$ cat config.mk
export PLATFORM = sky130hd
export DESIGN_NAME = pcode_array
export DESIGN_NICKNAME = d
export VERILOG_FILES = /design/src/rtl/pcode_pkg.sv /design/src/rtl/pc_load_bank.sv /design/src/rtl/pc_apply_bank.sv /design/src/rtl/pc_gate_drive.sv /design/src/rtl/pcode_array.sv
export SDC_FILE = /design/constraint.sdc
export NUM_CORES = 1
export LEC_CHECK = 0
export BUFFER_PORTS_ARGS = -buffer_cell sky130_fd_sc_hd__clkbuf_2
export CORE_MARGIN = 2
export CORE_UTILIZATION = 58
export CTS_CLUSTER_SIZE = 24
export DETAILED_ROUTE_END_ITERATION = 6
export GPL_TIMING_DRIVEN = 1
export HOLD_SLACK_MARGIN = 0.02
export PLACE_DENSITY_LB_ADDON = 0.05
export SYNTH_ARGS = -nofsm -noshare
export SYNTH_HDL_FRONTEND = slang
export SYNTH_HIERARCHICAL = 1
export SYNTH_SLANG_ARGS = --single-unit
$ cat constraint.sdc
create_clock -name clk -period 1.36 [get_ports clk]
set_clock_uncertainty 0.05 [all_clocks]
set_input_delay 0.136 -clock clk [delete_from_list [all_inputs] [get_ports clk]]
set_output_delay 0.136 -clock clk [all_outputs]
set_load 0.01 [all_outputs]
$ cat src/rtl/pcode_pkg.sv
package pcode_pkg;

    // Meaning of a stored code bit
    typedef enum logic {
        TAP_ONE = 1'b0,
        TAP_TWO = 1'b1
    } tap_sel_e;

    // Pair of gate enables for one pixel
    typedef struct packed {
        logic tg1;
        logic tg2;
    } gate_pair_t;

    // Gate enables for one applied code under the exposure enable
    function automatic gate_pair_t gate_of(input logic code, input logic expose);
        gate_pair_t g;
        g.tg1 = expose && (tap_sel_e'(code) == TAP_ONE);
        g.tg2 = expose && (tap_sel_e'(code) == TAP_TWO);
        return g;
    endfunction

endpackage

$ cat src/rtl/pc_load_bank.sv
module pc_load_bank #(
    parameter int ROWS = 8,
    parameter int COLS = 16
) (
    input  logic                   clk,
    input  logic                   rst,
    input  logic [COLS-1:0]        col_code,
    input  logic [ROWS-1:0]        row_load,
    output logic [ROWS*COLS-1:0]   staged
);

    // One row of staging bits per generate iteration
    for (genvar r = 0; r < ROWS; r++) begin : g_row
        logic [COLS-1:0] row_q;

        always_ff @(posedge clk) begin
            if (rst) begin
                row_q <= '0;
            end else if (row_load[r]) begin
                row_q <= col_code;
            end
        end

        assign staged[r*COLS +: COLS] = row_q;
    end

endmodule

$ cat src/rtl/pc_apply_bank.sv
module pc_apply_bank #(
    parameter int NPIX = 128
) (
    input  logic            clk,
    input  logic            rst,
    input  logic            xfer,
    input  logic [NPIX-1:0] staged,
    output logic [NPIX-1:0] applied
);

    // Array-wide copy; a same-edge row load is not yet visible in staged
    always_ff @(posedge clk) begin
        if (rst) begin
            applied <= '0;
        end else if (xfer) begin
            applied <= staged;
        end
    end

endmodule

$ cat src/rtl/pc_gate_drive.sv
module pc_gate_drive
    import pcode_pkg::*;
#(
    parameter int NPIX = 128
) (
    input  logic            expose,
    input  logic [NPIX-1:0] applied,
    output logic [NPIX-1:0] tg1_en,
    output logic [NPIX-1:0] tg2_en
);

    for (genvar p = 0; p < NPIX; p++) begin : g_pix
        gate_pair_t gp;
        always_comb gp = gate_of(applied[p], expose);
        assign tg1_en[p] = gp.tg1;
        assign tg2_en[p] = gp.tg2;
    end

endmodule

$ cat src/rtl/pcode_array.sv
module pcode_array
    import pcode_pkg::*;
#(
    parameter int ROWS = 8,
    parameter int COLS = 16
) (
    input  logic                 clk,
    input  logic                 rst,
    input  logic [COLS-1:0]      col_code,
    input  logic [ROWS-1:0]      row_load,
    input  logic                 xfer,
    input  logic                 expose,
    output logic [ROWS*COLS-1:0] tg1_en,
    output logic [ROWS*COLS-1:0] tg2_en
);

    localparam int NPIX = ROWS * COLS;

    logic [NPIX-1:0] staged;
    logic [NPIX-1:0] applied;

    pc_load_bank #(.ROWS(ROWS), .COLS(COLS)) u_load (
        .clk      (clk),
        .rst      (rst),
        .col_code (col_code),
        .row_load (row_load),
        .staged   (staged)
    );

    pc_apply_bank #(.NPIX(NPIX)) u_apply (
        .clk     (clk),
        .rst     (rst),
        .xfer    (xfer),
        .staged  (staged),
        .applied (applied)
    );

    pc_gate_drive #(.NPIX(NPIX)) u_gate (
        .expose  (expose),
        .applied (applied),
        .tg1_en  (tg1_en),
        .tg2_en  (tg2_en)
    );

    // transfer only while exposure is low
    assert_xfer_dark_R8: assert property (@(posedge clk) disable iff (rst)
        xfer |-> !expose);

    // at most one row written per cycle
    assert_row_onehot_R9: assert property (@(posedge clk) disable iff (rst)
        $onehot0(row_load));

    // never both taps at once
    assert_one_tap_R5: assert property (@(posedge clk) disable iff (rst)
        (tg1_en & tg2_en) == '0);

    // gates are off without exposure
    assert_dark_off_R6: assert property (@(posedge clk) disable iff (rst)
        !expose |-> (tg1_en == '0 && tg2_en == '0));

    // applied codes hold without a transfer, whatever rows are loaded
    assert_hold_applied_R3: assert property (@(posedge clk) disable iff (rst)
        !xfer |=> $stable(applied));

    // a transfer copies the staging plane from before the edge
    assert_copy_old_R7: assert property (@(posedge clk) disable iff (rst)
        xfer |=> applied == $past(staged));

endmodule

==> impl_metrics.json <==
{
  "p_leak_nw": 6.85,
  "grt_pass1_wl_mm": 37.7,
  "synth_area_sq_um": 11300,
  "wl_mm": 25.3,
  "critical-path-top-delay-family": "flip-flops",
  "wl_per_cell_um": 15.3,
  "grt-ovfl-total": 0,
  "clk_pin_slew_ns": 0.06,
  "coreArea_sq_um": 19300,
  "die_area_sq_um": 20600,
  "grt_pass1_vias": 6929,
  "stdcell_count": 1660,
  "period_share_pct": 98.8,
  "finalPower_mw": 16.9,
  "crit_slowest_cell": "dfxtp_2",
  "fin_util_pct": 70.6,
  "drc": 0,
  "cts_root_buffer": "clkbuf_16",
  "rows": 51,
  "required_ns": 1.17,
  "slew_headroom_pct": 67.8,
  "slowest_delay_ns": 0.36,
  "rsz0062_at_grt": "true",
  "n_fill_cell": 1549,
  "ant_nets": 0,
  "yosysSeqAreaShare_pct": 45.4,
  "setup_violations": 0,
  "cp_max_fo": 3,
  "ys_warn_count": 6,
  "dp_worst_setup_slack_ns": 0.230,
  "swShare_pct": 23.9,
  "die_x_um": 143,
  "crit_chain": "and2b_1, clkbuf_2",
  "p_seq_share_pct": 47.8,
  "endpoint_kind": "primary output",
  "design_area_sq_um": 13600,
  "gp_congestion": 0.765,
  "comb_power_share_pct": 11.9,
  "critPathLaunchType": "flop",
  "fin_nets": 1406,
  "io_pins": 284,
  "powerDensity_nw_per_um2": 1240,
  "hold_viol": 0,
  "clock_path_buffers": 3,
  "holdWs_ns": 0.0473,
  "die_h_um": 143,
  "synth_cells": 1126,
  "setup_slack_ns": 0.0160,
  "max_freq_mhz": 744,
  "hp-class": "input pin to flop",
  "irDropWorstVdd_v": 0.000917,
  "slew_viol_final": 0,
  "clkSinkCount": 256,
  "synth_seq_cells": 256,
  "p_int_mw": 12.9,
  "grt_start_max_net_pins": 131,
  "area_delta_synth_final_pct": 20.5,
  "layout_commonest_cell": "clkbuf_2",
  "grt_usage_pct": 23.3,
  "cts_max_level": 1,
  "vias": 7988,
  "drt-initial-drc-count": 372,
  "diodes": 0,
  "fin_tns_setup_ns": 0,
  "dp_cells": 1597,
  "clkPwrFrac_pct": 40.3,
  "cts_buffers": 25,
  "cp.arrival_ns": 1.16,
  "syn_avg_cell_area_sq_um": 10.0,
  "dpl_cell_area_sq_um": 12500,
  "cts_tree": "built",
  "start_util_pct": 58.6,
  "post-route-min-period_ns": 1.34,
  "viasPerCell": 4.81,
  "antenna_found_initial": 0,
  "worst_pin_slew_ns": 0.483,
  "portBuffers": 283,
  "synth.distinct_cells": 12,
  "cp_num_buf_inv": 1,
  "layout_common_cells": "clkbuf_2, mux2i_1, nor2_1",
  "p_switching_mw": 4.05,
  "firstDrtPassIters": 5,
  "maxCapViolCount": 0,
  "worstSetupPathType": "flop to primary output",
  "syn-num-nets": 1154,
  "drive_gt1_share_pct": 34.1,
  "status": "finished clean",
  "worst_skew_pair.late_latency_ns": 0.50,
  "dp.final_hpwl_mm": 16.0
}
## path summary, 6_finish.rpt
path,cells after the start,startpoint,slack (ns),endpoint
worst min-delay path,4,row_load[3],0.05,u_load/g_row[3].row_q[0]$_SDFFE_PP0P_
worst max-delay path,2,u_apply/applied[95]$_SDFFE_PP0P_,0.02,tg1_en[95]
worst max register to register,3,u_load/g_row[2].row_q[6]$_SDFFE_PP0P_,0.15,u_load/g_row[2].row_q[6]$_SDFFE_PP0P_
worst min register to register,2,u_apply/applied[88]$_SDFFE_PP0P_,0.44,u_apply/applied[88]$_SDFFE_PP0P_
## cell families after synthesis
group	Yosys count	synth area share, %
flip-flops	256	45.4
multiplexers	256	22.7
buffers and inverters	102	8.28
AND/OR/NAND/NOR	512	23.6
## worst reg2reg max path, cell delays in order (launching register included)
cell           delay (ns)
dfxtp_1              0.31
mux2i_1              0.12
nor2_1               0.05
dlygate4sd3_1        0.57
## Yosys cell counts
master	n	area [sq um]
and2_1	128	801
and2b_1	80	601
buf_12	21	420
buf_2	30	150
buf_4	2	15.0
buf_6	20	225
clkbuf_1	17	63.8
clkbuf_2	12	60.1
dfxtp_1	256	5120
mux2i_1	256	2560
nor2_1	256	961
nor2b_1	48	300
## state kept, by name, summed over array words and instances (netlist names)
| signal | cells |
|---|---|
| u_load/g_row.row_q | 128 |
| u_apply/applied | 128 |
## what timing repair did
action	4_1_cts	5_1_grt
buffers inserted	1	14
hold buffers	4	0
resized for setup	50	84
hold endpoints to repair	37	0
endpoints found under the setup margin	52	120
## area by class of cell
class	instances	area (sq um)	area share [%]
Timing Repair Buffer	327	1950	14.3
Clock buffer	37	731	5.37
Tap cell	265	332	2.44
Sequential cell	256	5280	38.8
Multi-Input combinational cell	768	5230	38.4
Clock inverter	7	85.1	0.626
## metal layers
metal | track usage (%) | share of wire, % | vias to the layer above
met1 | 31.9 | 47 | 3647
met2 | 39.2 | 47 | 218
met3 | 3.37 | 4.8 | 30
met5 | 0 | 0 | -
li1 | - | - | 4093
met4 | 5.26 | 1.5 | 0
## power groups by stage
stage          Clock [mW]  Combinational (mW)  Sequential, mW
2_1_floorplan           0                1.53            8.16
3_3_place_gp            0                1.95            8.23
3_5_place_dp            0                1.98            8.24
4_1_cts              6.94                2.00            8.09
5_1_grt              7.29                2.20            8.14
6_report             6.82                2.02            8.10
(Power assumes the default switching activity.)
